## src/rtl/phy_seq_pkg.sv

```systemverilog
package phy_seq_pkg;
  localparam int REG_AW = 8;
  localparam int REG_DW = 32;

  typedef enum logic [1:0] {
    CMD_INIT    = 2'd0,
    CMD_PWR_ON  = 2'd1,
    CMD_PWR_OFF = 2'd2,
    CMD_EXIT    = 2'd3
  } cmd_e;

  typedef enum logic [1:0] {
    RES_OK  = 2'd0,
    RES_TMO = 2'd1,
    RES_ILL = 2'd2
  } res_e;

  typedef enum logic [1:0] {
    MOD_PLL_UP   = 2'd0,
    MOD_LINK_EN  = 2'd1,
    MOD_LINK_DIS = 2'd2,
    MOD_PLL_DOWN = 2'd3
  } mod_e;

  typedef enum logic [1:0] {
    PH_LOCK = 2'd0,
    PH_CAL  = 2'd1,
    PH_CONN = 2'd2
  } phase_e;

  localparam logic [REG_AW-1:0] ADR_LINK  = 8'h08;
  localparam logic [REG_AW-1:0] ADR_CAL   = 8'h18;
  localparam logic [REG_AW-1:0] ADR_PLCFG = 8'h1C;
  localparam logic [REG_AW-1:0] ADR_PLPWR = 8'h20;
  localparam logic [REG_AW-1:0] ADR_EVT   = 8'h28;

  localparam int BIT_PLL_UP  = 10;
  localparam int BIT_LOCK    = 15;
  localparam int BIT_LINK_EN = 7;
  localparam int BIT_SE0_RES = 14;
  localparam int BIT_CALDONE = 27;
  localparam int BIT_CONNECT = 1;

  localparam logic [REG_DW-1:0] PLCFG_WORD =
    (REG_DW'(1) << 26) | (REG_DW'(13) << 9) | REG_DW'(240);
endpackage

```

## src/rtl/phy_seq_tick.sv

```systemverilog
module phy_seq_tick #(
  parameter int DIV = 200000
) (
  input  logic clk,
  input  logic rst_n,
  input  logic clr,
  input  logic ack,
  output logic tick,
  output logic pend
);
  localparam int CW = (DIV > 1) ? $clog2(DIV) : 1;
  localparam logic [CW-1:0] LAST = CW'(DIV - 1);

  logic [CW-1:0] cnt_q;
  logic [CW-1:0] cnt_d;
  logic          pend_d;
  logic          wrap;

  assign wrap = (cnt_q == LAST);
  assign tick = wrap && !clr;

  always_comb begin
    cnt_d  = cnt_q;
    pend_d = pend;
    if (clr) begin
      cnt_d  = '0;
      pend_d = 1'b0;
    end else begin
      cnt_d = wrap ? '0 : cnt_q + CW'(1);
      if (wrap)     pend_d = 1'b1;
      else if (ack) pend_d = 1'b0;
    end
  end

  always_ff @(posedge clk or negedge rst_n) begin
    if (!rst_n) begin
      cnt_q <= '0;
      pend  <= 1'b0;
    end else begin
      cnt_q <= cnt_d;
      pend  <= pend_d;
    end
  end
endmodule

```

## src/rtl/phy_seq_tmo.sv

```systemverilog
module phy_seq_tmo #(
  parameter int TW = 8
) (
  input  logic          clk,
  input  logic          rst_n,
  input  logic          clr,
  input  logic          tick,
  input  logic [TW-1:0] limit,
  output logic          expired
);
  logic [TW-1:0] elapsed_q;
  logic [TW-1:0] elapsed_d;

  assign expired = (elapsed_q >= limit);

  always_comb begin
    elapsed_d = elapsed_q;
    if (clr)                  elapsed_d = '0;
    else if (tick && !expired) elapsed_d = elapsed_q + TW'(1);
  end

  always_ff @(posedge clk or negedge rst_n) begin
    if (!rst_n) elapsed_q <= '0;
    else        elapsed_q <= elapsed_d;
  end
endmodule

```

## src/rtl/phy_seq_mod.sv

```systemverilog
module phy_seq_mod
  import phy_seq_pkg::*;
(
  input  mod_e              op,
  input  logic [REG_DW-1:0] din,
  output logic [REG_AW-1:0] addr,
  output logic [REG_DW-1:0] dout
);
  always_comb begin
    dout = din;
    addr = ADR_PLPWR;
    unique case (op)
      MOD_PLL_UP: begin
        dout[BIT_PLL_UP] = 1'b1;
      end
      MOD_LINK_EN: begin
        addr = ADR_LINK;
        dout[BIT_SE0_RES] = 1'b0;
        dout[BIT_LINK_EN] = 1'b1;
      end
      MOD_LINK_DIS: begin
        addr = ADR_LINK;
        dout[BIT_LINK_EN] = 1'b0;
      end
      default: begin
        dout[BIT_PLL_UP] = 1'b0;
      end
    endcase
  end
endmodule

```

## src/rtl/phy_seq_ctrl.sv

```systemverilog
module phy_seq_ctrl
  import phy_seq_pkg::*;
#(
  parameter int CLK_PER_MS = 200000,
  parameter int LOCK_MS    = 100,
  parameter int CAL_MS     = 100,
  parameter int CONN_MS    = 200
) (
  input  logic        clk,
  input  logic        rst_n,
  input  logic        cmd_valid,
  input  logic [1:0]  cmd_code,
  output logic        busy,
  output logic        done,
  output logic [1:0]  status,
  output logic        clk_en,
  output logic [7:0]  bus_addr,
  output logic [31:0] bus_wdata,
  output logic        bus_wr,
  output logic        bus_rd,
  input  logic [31:0] bus_rdata,
  input  logic        bus_rvalid
);
  localparam int MAX_MS = (LOCK_MS > CAL_MS) ?
                          ((LOCK_MS > CONN_MS) ? LOCK_MS : CONN_MS) :
                          ((CAL_MS > CONN_MS) ? CAL_MS : CONN_MS);
  localparam int TW = $clog2(MAX_MS + 1);

  typedef enum logic [3:0] {
    S_IDLE, S_CFG_WR, S_RMW_RD, S_RMW_WAIT, S_RMW_WR,
    S_POLL_RD, S_POLL_WAIT, S_POLL_GAP, S_DONE
  } state_e;

  state_e            state_q, state_d;
  mod_e              mod_q, mod_d;
  phase_e            phase_q, phase_d;
  logic [REG_DW-1:0] rmw_q;
  logic [1:0]        status_q, status_d;
  logic              clken_q, clken_d;
  logic              capture;
  logic              poll_start;
  logic              tick_ack;
  logic              tick_pulse;
  logic              tick_pend;
  logic              expired;
  logic [TW-1:0]     limit;
  logic [REG_AW-1:0] mod_addr;
  logic [REG_DW-1:0] mod_data;
  logic [REG_AW-1:0] poll_addr;
  logic [REG_DW-1:0] poll_mask;
  logic              poll_hit;

  phy_seq_tick #(.DIV(CLK_PER_MS)) u_tick (
    .clk (clk), .rst_n (rst_n), .clr (poll_start), .ack (tick_ack),
    .tick (tick_pulse), .pend (tick_pend)
  );

  phy_seq_tmo #(.TW(TW)) u_tmo (
    .clk (clk), .rst_n (rst_n), .clr (poll_start), .tick (tick_pulse),
    .limit (limit), .expired (expired)
  );

  phy_seq_mod u_mod (
    .op (mod_q), .din (rmw_q), .addr (mod_addr), .dout (mod_data)
  );

  always_comb begin
    unique case (phase_q)
      PH_LOCK: begin
        limit = TW'(LOCK_MS); poll_addr = ADR_PLPWR;
        poll_mask = REG_DW'(1) << BIT_LOCK;
      end
      PH_CAL: begin
        limit = TW'(CAL_MS); poll_addr = ADR_CAL;
        poll_mask = REG_DW'(1) << BIT_CALDONE;
      end
      default: begin
        limit = TW'(CONN_MS); poll_addr = ADR_EVT;
        poll_mask = REG_DW'(1) << BIT_CONNECT;
      end
    endcase
  end

  assign poll_hit = ((bus_rdata & poll_mask) == poll_mask);

  always_comb begin
    state_d    = state_q;
    mod_d      = mod_q;
    phase_d    = phase_q;
    status_d   = status_q;
    clken_d    = clken_q;
    capture    = 1'b0;
    poll_start = 1'b0;
    tick_ack   = 1'b0;
    if (cmd_valid && state_q != S_IDLE) status_d = RES_ILL;
    unique case (state_q)
      S_IDLE: begin
        if (cmd_valid) begin
          state_d = S_RMW_RD;
          unique case (cmd_e'(cmd_code))
            CMD_INIT: begin
              clken_d = 1'b1;
              state_d = S_CFG_WR;
            end
            CMD_PWR_ON:  mod_d = MOD_LINK_EN;
            CMD_PWR_OFF: mod_d = MOD_LINK_DIS;
            default:     mod_d = MOD_PLL_DOWN;
          endcase
        end
      end
      S_CFG_WR: begin
        mod_d   = MOD_PLL_UP;
        state_d = S_RMW_RD;
      end
      S_RMW_RD: state_d = S_RMW_WAIT;
      S_RMW_WAIT: begin
        if (bus_rvalid) begin
          capture = 1'b1;
          state_d = S_RMW_WR;
        end
      end
      S_RMW_WR: begin
        unique case (mod_q)
          MOD_PLL_UP: begin
            phase_d = PH_LOCK; poll_start = 1'b1; state_d = S_POLL_RD;
          end
          MOD_LINK_EN: begin
            phase_d = PH_CAL; poll_start = 1'b1; state_d = S_POLL_RD;
          end
          MOD_LINK_DIS: begin
            status_d = RES_OK; state_d = S_DONE;
          end
          default: begin
            status_d = RES_OK; clken_d = 1'b0; state_d = S_DONE;
          end
        endcase
      end
      S_POLL_RD: state_d = S_POLL_WAIT;
      S_POLL_WAIT: begin
        if (bus_rvalid) begin
          if (poll_hit) begin
            if (phase_q == PH_CAL) begin
              phase_d = PH_CONN; poll_start = 1'b1; state_d = S_POLL_RD;
            end else begin
              status_d = RES_OK; state_d = S_DONE;
            end
          end else if (expired) begin
            status_d = RES_TMO;
            state_d  = S_DONE;
            if (phase_q == PH_LOCK) clken_d = 1'b0;
          end else begin
            state_d = S_POLL_GAP;
          end
        end
      end
      S_POLL_GAP: begin
        if (tick_pend) begin
          tick_ack = 1'b1;
          state_d  = S_POLL_RD;
        end
      end
      default: state_d = S_IDLE;
    endcase
  end

  always_ff @(posedge clk or negedge rst_n) begin
    if (!rst_n) begin
      state_q  <= S_IDLE;
      mod_q    <= MOD_PLL_UP;
      phase_q  <= PH_LOCK;
      status_q <= RES_OK;
      clken_q  <= 1'b0;
    end else begin
      state_q  <= state_d;
      mod_q    <= mod_d;
      phase_q  <= phase_d;
      status_q <= status_d;
      clken_q  <= clken_d;
    end
  end

  always_ff @(posedge clk or negedge rst_n) begin
    if (!rst_n)       rmw_q <= '0;
    else if (capture) rmw_q <= bus_rdata;
  end

  always_comb begin
    bus_wr    = (state_q == S_CFG_WR) || (state_q == S_RMW_WR);
    bus_rd    = (state_q == S_RMW_RD) || (state_q == S_POLL_RD);
    bus_addr  = '0;
    bus_wdata = '0;
    unique case (state_q)
      S_CFG_WR: begin
        bus_addr  = ADR_PLCFG;
        bus_wdata = PLCFG_WORD;
      end
      S_RMW_RD: bus_addr = mod_addr;
      S_RMW_WR: begin
        bus_addr  = mod_addr;
        bus_wdata = mod_data;
      end
      S_POLL_RD: bus_addr = poll_addr;
      default: ;
    endcase
  end

  assign busy   = (state_q != S_IDLE);
  assign done   = (state_q == S_DONE);
  assign status = status_q;
  assign clk_en = clken_q;
endmodule

```

## config.mk

```make
export PLATFORM = sky130hd
export DESIGN_NAME = phy_seq_ctrl
export DESIGN_NICKNAME = d
export VERILOG_FILES = /design/src/rtl/phy_seq_pkg.sv /design/src/rtl/phy_seq_tick.sv /design/src/rtl/phy_seq_tmo.sv /design/src/rtl/phy_seq_mod.sv /design/src/rtl/phy_seq_ctrl.sv
export SDC_FILE = /design/constraint.sdc
export NUM_CORES = 1
export LEC_CHECK = 0
export ABC_CLOCK_PERIOD_IN_PS = 2570
export BUFFER_PORTS_ARGS = -buffer_cell sky130_fd_sc_hd__buf_2
export CAP_MARGIN = 10
export CORE_UTILIZATION = 47
export DETAILED_ROUTE_END_ITERATION = 10
export PLACE_DENSITY = 0.83
export SYNTH_ARGS = -nofsm -noshare
export SYNTH_HDL_FRONTEND = slang
export SYNTH_SLANG_ARGS = --single-unit
export TNS_END_PERCENT = 100
```

## constraint.sdc

```tcl
create_clock -name clk -period 2.57 [get_ports clk]
set_input_delay 0.1285 -clock clk [delete_from_list [all_inputs] [get_ports clk]]
set_output_delay 0.1285 -clock clk [all_outputs]
set_load 0.05 [all_outputs]
```

==> metrics.txt <==
# TYPE chip_impl_metric gauge
chip_impl_info{name="result_of_the_run",value="finished, violations left"} 1
chip_impl_info{name="violations_in_the_final_reports",value="negative hold slack"} 1
chip_impl_info{name="clock_tree_from_tritoncts",value="built"} 1
chip_impl_metric{name="maxCapViolCount",unit=""} 0
chip_impl_metric{name="dr_vias",unit=""} 2997
chip_impl_metric{name="globalRouteOverflowTotal",unit=""} 0
chip_impl_metric{name="boundary_pins",unit=""} 85
chip_impl_metric{name="post_synthesis_cell_area",unit="µm²"} 3760
chip_impl_info{name="critPathCaptureType",value="register"} 1
chip_impl_metric{name="routed_via_density",unit=""} 5.34
chip_impl_metric{name="synthDistinctLibCells",unit=""} 57
chip_impl_metric{name="dp_hpwl",unit="mm"} 5.62
chip_impl_info{name="startpoint",value="phase_q[1]"} 1
chip_impl_metric{name="cts_num_sinks",unit=""} 70
chip_impl_metric{name="report.power.total",unit="mW"} 5.04
chip_impl_metric{name="floorplan.initialDensity",unit="%"} 48.6
chip_impl_metric{name="final.min_clock_period",unit="ps"} 2340
chip_impl_metric{name="rows",unit=""} 32
chip_impl_info{name="synth_top_area_cell",value="dfrtp_1"} 1
chip_impl_metric{name="dieArea",unit="µm²"} 8350
chip_impl_metric{name="fillerInstances",unit=""} 628
chip_impl_metric{name="finalInstanceArea",unit="µm²"} 4540
chip_impl_metric{name="cts_htree_levels",unit=""} 3
chip_impl_metric{name="hold-worst-slack",unit="ps"} -10.1
chip_impl_metric{name="timing.final.hold_violations",unit=""} 41
chip_impl_metric{name="worst-endpoint-required",unit="ps"} 2800
chip_impl_info{name="critical_path_class",value="reg2reg"} 1
chip_impl_metric{name="pwr_density_cell",unit="nW/µm²"} 1110
chip_impl_metric{name="placedInstanceArea",unit="µm²"} 4270
chip_impl_info{name="cp-start-kind",value="register"} 1
chip_impl_metric{name="first_pass_iters",unit=""} 4
chip_impl_metric{name="dieHeight",unit="µm"} 91.4
chip_impl_metric{name="post_synth_top_area_share",unit="%"} 46.6
chip_impl_metric{name="worst_ep_arrival_time",unit="ps"} 2580
chip_impl_info{name="postSynth.topFlopCell",value="dfrtp_1"} 1
chip_impl_metric{name="grt_pass1_wl",unit="mm"} 13.3
chip_impl_metric{name="routed_wire_length_per_instance",unit="µm"} 14.1
chip_impl_metric{name="max_clock_freq",unit="GHz"} 0.427
chip_impl_metric{name="final_min_period_over_clock_period",unit="%"} 91.2
chip_impl_info{name="synthMostInstantiatedCell",value="dfrtp_1"} 1
chip_impl_metric{name="detailedRoute.firstIterationViolations",unit=""} 260
chip_impl_info{name="synth.top_cells.by_area",value="dfrtp_1, mux2_2, and2_1"} 1
chip_impl_metric{name="total_leakage_power",unit="nW"} 2.27
chip_impl_metric{name="antenna_cells",unit=""} 0
chip_impl_metric{name="finalSetupViolations",unit=""} 0
chip_impl_metric{name="drt_wl_total",unit="mm"} 7.93
chip_impl_metric{name="initial_antenna_violation_count",unit=""} 0
chip_impl_metric{name="synth.yosys.warnings",unit=""} 0
chip_impl_metric{name="clock-skew-final",unit="ps"} 6.06
chip_impl_metric{name="drc",unit=""} 0
chip_impl_metric{name="gp_congestion",unit=""} 0.869
chip_impl_metric{name="layout_net_count",unit=""} 502
chip_impl_metric{name="synth.avg_cell_area",unit="µm²"} 10.2
chip_impl_metric{name="fp.coreArea",unit="µm²"} 7730
chip_impl_metric{name="drv_slew",unit=""} 0
chip_impl_info{name="post_synth_most_frequent_cells",value="dfrtp_1, nor2_1, mux2_2, nand2_1, and2_1"} 1
chip_impl_metric{name="grt_max_degree",unit=""} 71
chip_impl_metric{name="post_cts_setup_buffer_count",unit=""} 0
chip_impl_metric{name="vdd_drop_max",unit="mV"} 0.527
chip_impl_metric{name="maxSlewHeadroom",unit="%"} 42.3
chip_impl_metric{name="grt.total_usage",unit="%"} 20.4
chip_impl_info{name="min-delay-path-class",value="in2async"} 1
chip_impl_metric{name="synth-async-reset-ratio",unit="%"} 100
chip_impl_metric{name="number_of_global_route_vias_before_repair",unit=""} 2855
chip_impl_metric{name="final_antenna_net_count",unit=""} 0
chip_impl_metric{name="synth-seq-area-share",unit="%"} 46.6
chip_impl_metric{name="area_growth",unit="%"} 20.9
chip_impl_metric{name="cts_made_buffers",unit=""} 9
chip_impl_metric{name="number_of_enable_flip_flop_cells_after_synthesis",unit=""} 0
chip_impl_metric{name="synth.ff_latch_count",unit=""} 70
chip_impl_metric{name="port-buffer-count",unit=""} 80
chip_impl_metric{name="clk_path_buf_depth",unit=""} 2
chip_impl_info{name="rsz0062_at_grt",value="no"} 1
chip_impl_metric{name="clock_latency",unit="ps"} 350
chip_impl_metric{name="clkTransAtPathRegs",unit="ps"} 80
chip_impl_metric{name="final_core_util",unit="%"} 58.8
chip_impl_metric{name="actual_slew_at_the_worst_max_slew_pin",unit="ps"} 865
chip_impl_metric{name="final_layout_size_suffix_gt1_share",unit="%"} 31.2
chip_impl_metric{name="path_max_fanout",unit=""} 9
chip_impl_metric{name="post_synth_inst_count",unit=""} 367
chip_impl_metric{name="setup-tns-final",unit="ps"} 0
chip_impl_metric{name="die_width",unit="µm"} 91.4
chip_impl_info{name="cts_root_buf",value="clkbuf_8"} 1
chip_impl_info{name="critical_path.reg2reg.startpoint",value="phase_q[1]"} 1
[where the power goes]
part / total [mW] / internal [mW] / switching [mW]
logic: 2.22 / 0.801 / 1.42
clock network: 0.982 / 0.549 / 0.433
registers: 1.84 / 1.48 / 0.358
total: 5.04 / 2.83 / 2.21
[metal layers]
| metal | vias to the layer above | track usage (%) | part of all wire, % | routed length, µm |
|---|---|---|---|---|
| met2 | 91 | 35.0 | 49 | 3880 |
| met3 | 8 | 5.03 | 5.0 | 400 |
| li1 | 1453 | - | - | - |
| met4 | 0 | 6.48 | 1.0 | 81 |
| met5 | - | 0 | 0 | 0 |
| met1 | 1445 | 25.1 | 45 | 3560 |
[cells in the final DEF, fill, tap and decap left out, drive strengths merged, types with 3 or more instances in the layout]
cell type	netlist	layout
a21o	7	7
a21oi	9	9
a31oi	4	4
and2	23	23
and3	4	4
buf	10	87
clkbuf	9	9
conb	1	4
dfrtp	70	70
dlygate4sd3	0	5
ha	10	10
inv	11	12
mux2	34	34
mux2i	6	6
nand2	25	25
nand2b	8	8
nand3	12	12
nand4	9	9
nor2	37	37
nor2b	3	3
nor3	9	9
nor4	4	4
o21ai	12	12
or3	3	3
xnor2	7	7
xor2	9	9
[cells by family after synthesis]
kind of cell | synth area share [%]
compound gates | 9.69
xor+xnor | 3.73
fa+ha+maj | 3.33
buf+inv | 3.53
flops | 46.6
mux | 11.8
other cells | 0.0998
simple gates | 21.2
[state kept, by name, indices dropped and copies added (netlist names)]
signal / flops
rmw_q: 32
u_tick.cnt_q: 18
u_tmo.elapsed_q: 8
state_q: 4
mod_q: 2
phase_q: 2
status: 2
clk_en: 1
u_tick.pend: 1
[worst paths after layout]
| path | endpoint | cells after the start | slack [ps] |
|---|---|---|---|
| worst max-delay path | u_tmo.elapsed_q[6] | 7 | 230 |
| worst min-delay path | rmw_q[23] | 2 | -10 |
| worst max register to register | u_tmo.elapsed_q[6] | 7 | 230 |
| worst min register to register | u_tick.cnt_q[0] | 1 | 490 |
| max in group asynchronous | u_tmo.elapsed_q[7] | 2 | 2030 |
| min in group clk | rmw_q[29] | 2 | 20 |
[repair_timing]
action	4_1_cts	5_1_grt
resized for setup	0	1
endpoints found under the hold margin	5	0
hold buffers	5	0
setup endpoints to repair	0	6
[cell type report]
class | count | area [µm²] | share of cell area (%)
repair buffers | 92 | 503 | 11.1
well taps | 102 | 128 | 2.81
flip-flops and latches | 70 | 1750 | 38.6
multi-input cells | 270 | 1900 | 41.8
clock inverters | 7 | 97.6 | 2.15
clock buffers | 9 | 124 | 2.73
inverters | 11 | 41.3 | 0.909
[stage by stage]
step,hold slack [ps],instances,setup WS (ps)
CTS,0.858,561,123
global placement,362,540,386
finish,-10.1,561,225
global route,1.60,561,58.2
floorplan,-167,370,93.1
detailed placement,368,540,257
[critical path, stage by stage (launching register included)]
cell,delay (ps)
dfrtp_1,490
inv_1,150
ha_1,310
a21boi_0,170
o21ai_1,150
a2111oi_4,390
and4_1,250
mux2_1,320
(Power assumes the default switching activity.)
